$ cat config.mk
export PLATFORM = sky130hd
export DESIGN_NAME = acc_seq_top
export DESIGN_NICKNAME = d
export VERILOG_FILES = /design/src/rtl/acc_seq_pkg.sv /design/src/rtl/acc_seq_alu.sv /design/src/rtl/acc_seq_ctrl.sv /design/src/rtl/acc_seq_dp.sv /design/src/rtl/acc_seq_top.sv
export SDC_FILE = /design/constraint.sdc
export NUM_CORES = 1
export LEC_CHECK = 0
export ABC_AREA = 1
export BUFFER_PORTS_ARGS = -buffer_cell sky130_fd_sc_hd__buf_4
export CELL_PAD_IN_SITES_DETAIL_PLACEMENT = 0
export CELL_PAD_IN_SITES_GLOBAL_PLACEMENT = 1
export CORE_MARGIN = 2
export CORE_UTILIZATION = 35
export CTS_BUF_LIST = sky130_fd_sc_hd__clkbuf_2 sky130_fd_sc_hd__clkbuf_4 sky130_fd_sc_hd__clkbuf_8
export DETAILED_ROUTE_END_ITERATION = 8
export PLACE_DENSITY_LB_ADDON = 0.1
export SLEW_MARGIN = 20
export SYNTH_ARGS = -nofsm -noshare
export SYNTH_HDL_FRONTEND = slang
export SYNTH_HIERARCHICAL = 1
export SYNTH_SLANG_ARGS = --single-unit
$ cat constraint.sdc
create_clock -name clk_i -period 2.2 [get_ports clk_i]
set_clock_uncertainty 0.05 [all_clocks]
set_input_delay 0.22 -clock clk_i [delete_from_list [all_inputs] [get_ports clk_i]]
set_output_delay 0.22 -clock clk_i [all_outputs]
set_load 0.01 [all_outputs]
$ cat src/rtl/acc_seq_pkg.sv
package acc_seq_pkg;
  typedef enum logic [3:0] {
    ST_F_MAR, ST_F_WAIT, ST_F_MDR, ST_F_IR, ST_DECODE,
    ST_R_WAIT, ST_R_MDR, ST_EXEC, ST_WRITE, ST_HALT
  } state_t;

  localparam int unsigned OP_HALT  = 0;
  localparam int unsigned OP_LOAD  = 1;
  localparam int unsigned OP_STORE = 2;
  localparam int unsigned OP_ADD   = 3;

  typedef struct packed {
    logic mar_from_pc;
    logic mar_from_ir;
    logic mdr_from_mem;
    logic mdr_from_acc;
    logic ir_from_mdr;
    logic pc_inc;
    logic acc_from_mdr;
    logic acc_add;
    logic mem_we;
  } ctrl_t;
endpackage

$ cat src/rtl/acc_seq_alu.sv
module acc_seq_alu #(
  parameter int unsigned DATA_W = 12
) (
  input  logic [DATA_W-1:0] a_i,
  input  logic [DATA_W-1:0] b_i,
  output logic [DATA_W-1:0] sum_o,
  output logic              carry_o,
  output logic              ovf_o
);
  logic [DATA_W:0] wide;

  always_comb begin
    wide    = {1'b0, a_i} + {1'b0, b_i};
    sum_o   = wide[DATA_W-1:0];
    carry_o = wide[DATA_W];
    ovf_o   = (a_i[DATA_W-1] == b_i[DATA_W-1]) && (wide[DATA_W-1] != a_i[DATA_W-1]);
  end
endmodule

$ cat src/rtl/acc_seq_ctrl.sv
module acc_seq_ctrl
  import acc_seq_pkg::*;
#(
  parameter int unsigned OPC_W = 4
) (
  input  logic             clk_i,
  input  logic             rst_ni,
  input  logic [OPC_W-1:0] opcode_i,
  output ctrl_t            ctrl_o,
  output logic             halted_o
);
  state_t state_q, state_d;
  logic is_halt, is_load, is_store, is_add;

  assign is_halt  = opcode_i == OPC_W'(OP_HALT);
  assign is_load  = opcode_i == OPC_W'(OP_LOAD);
  assign is_store = opcode_i == OPC_W'(OP_STORE);
  assign is_add   = opcode_i == OPC_W'(OP_ADD);

  always_comb begin
    ctrl_o  = '0;
    state_d = state_q;
    case (state_q)
      ST_F_MAR:  begin ctrl_o.mar_from_pc = 1'b1; state_d = ST_F_WAIT; end
      ST_F_WAIT: state_d = ST_F_MDR;
      ST_F_MDR:  begin ctrl_o.mdr_from_mem = 1'b1; state_d = ST_F_IR; end
      ST_F_IR: begin
        ctrl_o.ir_from_mdr = 1'b1;
        ctrl_o.pc_inc      = 1'b1;
        state_d            = ST_DECODE;
      end
      ST_DECODE: begin
        if (is_halt) begin
          state_d = ST_HALT;
        end else if (is_load || is_add) begin
          ctrl_o.mar_from_ir = 1'b1;
          state_d            = ST_R_WAIT;
        end else if (is_store) begin
          ctrl_o.mar_from_ir  = 1'b1;
          ctrl_o.mdr_from_acc = 1'b1;
          state_d             = ST_WRITE;
        end else begin
          state_d = ST_F_MAR;  // unused opcode: no-op
        end
      end
      ST_R_WAIT: state_d = ST_R_MDR;
      ST_R_MDR:  begin ctrl_o.mdr_from_mem = 1'b1; state_d = ST_EXEC; end
      ST_EXEC: begin
        if (is_load) ctrl_o.acc_from_mdr = 1'b1;
        else         ctrl_o.acc_add      = 1'b1;
        state_d = ST_F_MAR;
      end
      ST_WRITE:  begin ctrl_o.mem_we = 1'b1; state_d = ST_F_MAR; end
      ST_HALT:   state_d = ST_HALT;
      default:   state_d = ST_F_MAR;
    endcase
  end

  always_ff @(posedge clk_i or negedge rst_ni) begin
    if (!rst_ni) state_q <= ST_F_MAR;
    else         state_q <= state_d;
  end

  assign halted_o = state_q == ST_HALT;
endmodule

$ cat src/rtl/acc_seq_dp.sv
module acc_seq_dp
  import acc_seq_pkg::*;
#(
  parameter int unsigned DATA_W = 12,
  parameter int unsigned OPC_W  = 4
) (
  input  logic                     clk_i,
  input  logic                     rst_ni,
  input  ctrl_t                    ctrl_i,
  input  logic [DATA_W-1:0]        mem_rdata_i,
  output logic [DATA_W-OPC_W-1:0]  mem_addr_o,
  output logic [DATA_W-1:0]        mem_wdata_o,
  output logic                     mem_we_o,
  output logic [OPC_W-1:0]         opcode_o,
  output logic [1:0]               status_o
);
  localparam int unsigned ADDR_W = DATA_W - OPC_W;

  logic [ADDR_W-1:0] pc_q, mar_q;
  logic [DATA_W-1:0] mdr_q, ir_q, acc_q, sum;
  logic              carry_q, ovf_q, carry_n, ovf_n;

  acc_seq_alu #(.DATA_W(DATA_W)) u_alu (
    .a_i     (acc_q),
    .b_i     (mdr_q),
    .sum_o   (sum),
    .carry_o (carry_n),
    .ovf_o   (ovf_n)
  );

  always_ff @(posedge clk_i or negedge rst_ni) begin
    if (!rst_ni) begin
      pc_q    <= '0;
      mar_q   <= '0;
      mdr_q   <= '0;
      ir_q    <= '0;
      acc_q   <= '0;
      carry_q <= 1'b0;
      ovf_q   <= 1'b0;
    end else begin
      if (ctrl_i.mar_from_pc)      mar_q <= pc_q;
      else if (ctrl_i.mar_from_ir) mar_q <= ir_q[ADDR_W-1:0];
      if (ctrl_i.mdr_from_mem)      mdr_q <= mem_rdata_i;
      else if (ctrl_i.mdr_from_acc) mdr_q <= acc_q;
      if (ctrl_i.ir_from_mdr) ir_q <= mdr_q;
      if (ctrl_i.pc_inc)      pc_q <= pc_q + 1'b1;
      if (ctrl_i.acc_from_mdr) begin
        acc_q <= mdr_q;
      end else if (ctrl_i.acc_add) begin
        acc_q   <= sum;
        carry_q <= carry_n;
        ovf_q   <= ovf_n;
      end
    end
  end

  assign mem_addr_o  = mar_q;
  assign mem_wdata_o = mdr_q;
  assign mem_we_o    = ctrl_i.mem_we;
  assign opcode_o    = ir_q[DATA_W-1 -: OPC_W];
  assign status_o    = {ovf_q, carry_q};
endmodule

$ cat src/rtl/acc_seq_top.sv
module acc_seq_top
  import acc_seq_pkg::*;
#(
  parameter int unsigned DATA_W = 12,
  parameter int unsigned OPC_W  = 4
) (
  input  logic                    clk_i,
  input  logic                    rst_ni,
  output logic [DATA_W-OPC_W-1:0] mem_addr_o,
  output logic [DATA_W-1:0]       mem_wdata_o,
  output logic                    mem_we_o,
  input  logic [DATA_W-1:0]       mem_rdata_i,
  output logic                    halted_o,
  output logic [1:0]              status_o
);
  ctrl_t            ctl;
  logic [OPC_W-1:0] opcode;

  acc_seq_ctrl #(.OPC_W(OPC_W)) u_ctrl (
    .clk_i    (clk_i),
    .rst_ni   (rst_ni),
    .opcode_i (opcode),
    .ctrl_o   (ctl),
    .halted_o (halted_o)
  );

  acc_seq_dp #(.DATA_W(DATA_W), .OPC_W(OPC_W)) u_dp (
    .clk_i       (clk_i),
    .rst_ni      (rst_ni),
    .ctrl_i      (ctl),
    .mem_rdata_i (mem_rdata_i),
    .mem_addr_o  (mem_addr_o),
    .mem_wdata_o (mem_wdata_o),
    .mem_we_o    (mem_we_o),
    .opcode_o    (opcode),
    .status_o    (status_o)
  );
endmodule

==> results.tsv <==
stage	metric	value	unit
clocking	CTS tree	built	
power_and_ir_drop	Sw Pwr	2610	µW
logic_synthesis	syn avg cell area	7.92	µm²
drt	WL/cell	13.4	µm
clocking	Clock Pin Slew Worst Setup and Hold Paths	0.07	ns
critical_path	crit path max fanout	12	
drt	DRC violations left	0	
layout	ANT cells	0	
floorplanning	chip width	102	µm
power_and_ir_drop	Comb pwr share	0.485	
drt	DRT iter0 DRCs	83	
place	dpl hpwl	5940	µm
logic_synthesis	synth unique cells	30	
job	Max Cap Viol	0	
floorplanning	row count	35	
power_and_ir_drop	Leak Pwr	0.00200	µW
layout	commonest non-fill, non-tap cell in the layout	nand2_1	
status	outcome	completed	
clocking	clk_lat worst skew	0.34	ns
power_and_ir_drop	Max IR drop VDD	618	µV
timing	RSZ-0062 raised after global routing	no	
layout	layout cells sized above 1	0.191	
logic_synthesis	Mapped Cells	421	
worst_hold_path	Hold WC Path Type	input pin to flip-flop	
clocking	clock root buffer	clkbuf_8	
layout	P&R area growth vs syn	18.3	%
power_and_ir_drop	Seq pwr share	0.333	
timing	period utilisation layout	0.909	
critical_path	crit end category	flip-flop	
place	pre-CTS setup slack	0.211	ns
clocking	CTS buffer count	9	
floorplanning	core region area	9240	µm²
clocking	htree depth	3	
layout	fillers	970	
logic_synthesis	Seq/Total Area, Yosys	0.435	
clocking	post-CTS setup buffer count	0	
logic_synthesis	synth top area cells	dfrtp_1, nand2_1, nand3_1	
timing	fmax	500	MHz
power_and_ir_drop	Sw Share	0.426	
timing	Setup TNS	0	ns
clocking	Max Root-Sink Buffers	2	
critical_path	Startpoint Class	flip-flop	
drt	vias	2804	
place	RePlAce Congestion	0.809	
floorplanning	die area	10300	µm²
place	Post-DP Area	3710	µm²
logic_synthesis	Ys Warns	6	
global_route	Overall Global Routing Usage	0.170	
logic_synthesis	Synth top area share	0.435	
timing	Slew Limit Fails	0	
logic_synthesis	largest area contributor in the synthesized netlist	dfrtp_1	
global_route	number of global-route vias before repair	2741	
timing	Fin. Hold Viols	0	
timing	minimum clock period	2.00	ns
layout	commonest cells after routing, fill and taps aside	nand2_1, dfrtp_1, buf_4	
global_route	initial antenna violation count	0	
timing	worst hold slack	0.0561	ns
floorplanning	Die H	102	µm
power_and_ir_drop	clock power share	0.183	
drt	via/cell ratio	4.72	
timing	Final Worst Setup Slack	0.201	ns
timing	Relative slew margins	0.371	
power_and_ir_drop	Int Pwr	3520	µW
drt	Antenna Nets Post-Route	0	
timing	Slew @ Worst Pin	0.939	ns
layout	final non-filler cell total	594	
timing	Final setup viols	0	
critical_path	Data arrival, critical path	2.21	ns
logic_synthesis	synthesized cell area	3330	µm²
floorplanning	initial core utilization	0.361	
place	PortBufs	37	
clocking	# clock sinks	58	
critical_path	CP Class	flip-flop to flip-flop	
logic_synthesis	register bit total from synthesis	58	
place	Inst Count DP	578	
layout	Final nets	489	
global_route	grt ovf	0	
logic_synthesis	Net Count, Synth	449	
global_route	largest net degree at the start of global routing	59	
drt	Total Wirelength	7980	µm
floorplanning	top-level port count	38	
layout	Final Cell Area	3950	µm²
power_and_ir_drop	pwr dens	1550	nW/µm²
critical_path	required time of the critical path	2.42	ns
global_route	wire length of the first global-routing pass	13500	µm
drt	drt first pass iters	4	
==> sequential cells by signal, summed over array words and instances, names as in the netlist <==
signal,flops
u_dp/mem_wdata_o,12
u_dp/carry_q,1
u_dp/pc_q,8
u_ctrl/state_q,4
u_dp/acc_q,12
u_dp/ir_q,12
u_dp/mem_addr_o,8
u_dp/ovf_q,1
==> logic make-up (layout without fill, tap and decap cells) <==
family / count (synthesis) / after routing / share of synthesized area
xor+xnor: 12 / 12 / 0.0315
compound gates: 27 / 27 / 0.0469
flops: 58 / 58 / 0.435
mux: 10 / 10 / 0.0338
simple gates: 241 / 241 / 0.312
fa+ha+maj: 14 / 14 / 0.0548
buf+inv: 59 / 103 / 0.0856
==> worst max-delay path, cell delays in order, from the launching register on <==
cell,delay [ns]
dfrtp_1,0.43
nor2_4,0.20
nand3_2,0.12
nor2_1,0.15
inv_1,0.05
nor2_1,0.71
nand2_1,0.12
nand3_1,0.10
==> layer usage <==
metal	vias up	GRT usage	wire, µm	part of all wire
met1	1322	0.223	3770	0.47
met2	48	0.273	3790	0.47
met4	0	0.0644	129	0.016
li1	1426	-	-	-
met3	8	0.0414	289	0.036
met5	-	0	0	0
==> cell usage after synthesis, drive strengths merged <==
cell,n
nand2,142
dfrtp,58
nand3,43
inv,40
nor2,40
buf,17
ha,13
nor3,12
mux2,10
a21oi,9
o21ai,9
xor2,9
o22ai,5
nand4,4
xnor2,3
a31oi,2
clkinv,2
a21o,1
fa,1
o21bai,1
==> timing repair <==
action	4_1_cts	5_1_grt
endpoints found under the setup margin	0	1
resized for setup	0	1
hold buffers	1	0
hold endpoints to repair	58	0
==> power by group through the flow <==
stage / combinational, µW / sequential, µW / clock [µW]
floorplan: 2190 / 1990 / 0
global placement: 2980 / 2060 / 0
detailed placement: 3000 / 2070 / 0
CTS: 3010 / 2050 / 1150
global route: 3420 / 2130 / 1210
finish: 2970 / 2040 / 1120
==> path summary, 6_finish.rpt <==
path,startpoint,endpoint,slack [ns],cells past startpoint
worst max-delay path,u_ctrl/state_q[3],u_dp/mem_wdata_o[9],0.20,7
worst min-delay path,mem_rdata_i[11],u_dp/mem_wdata_o[11],0.06,3
worst max register to register,u_ctrl/state_q[3],u_dp/mem_wdata_o[9],0.20,7
worst min register to register,u_dp/ovf_q,u_dp/ovf_q,0.43,2
max in group asynchronous,rst_ni,u_dp/mem_wdata_o[2],1.15,2
min in group asynchronous,rst_ni,u_dp/ir_q[9],0.44,2
==> metrics by stage <==
stage,util,power [µW]
3_5_place_dp,0.401,5080
6_report,0.427,6130
4_1_cts,0.427,6220
5_1_grt,0.427,6770
3_3_place_gp,0.401,5050
2_1_floorplan,-,4180
==> final cells by class <==
type                       instances  area (µm²)  share of cell area
sequential                        58        1450               0.368
clock buffer                      11         151              0.0384
timing repair buffer              46         348              0.0882
multi-input combinational        304        1600               0.406
clock inverter                     4        75.1              0.0190
tap                              129         161              0.0409
inverter                          42         158              0.0400
Power figures use the tool's default switching activity.
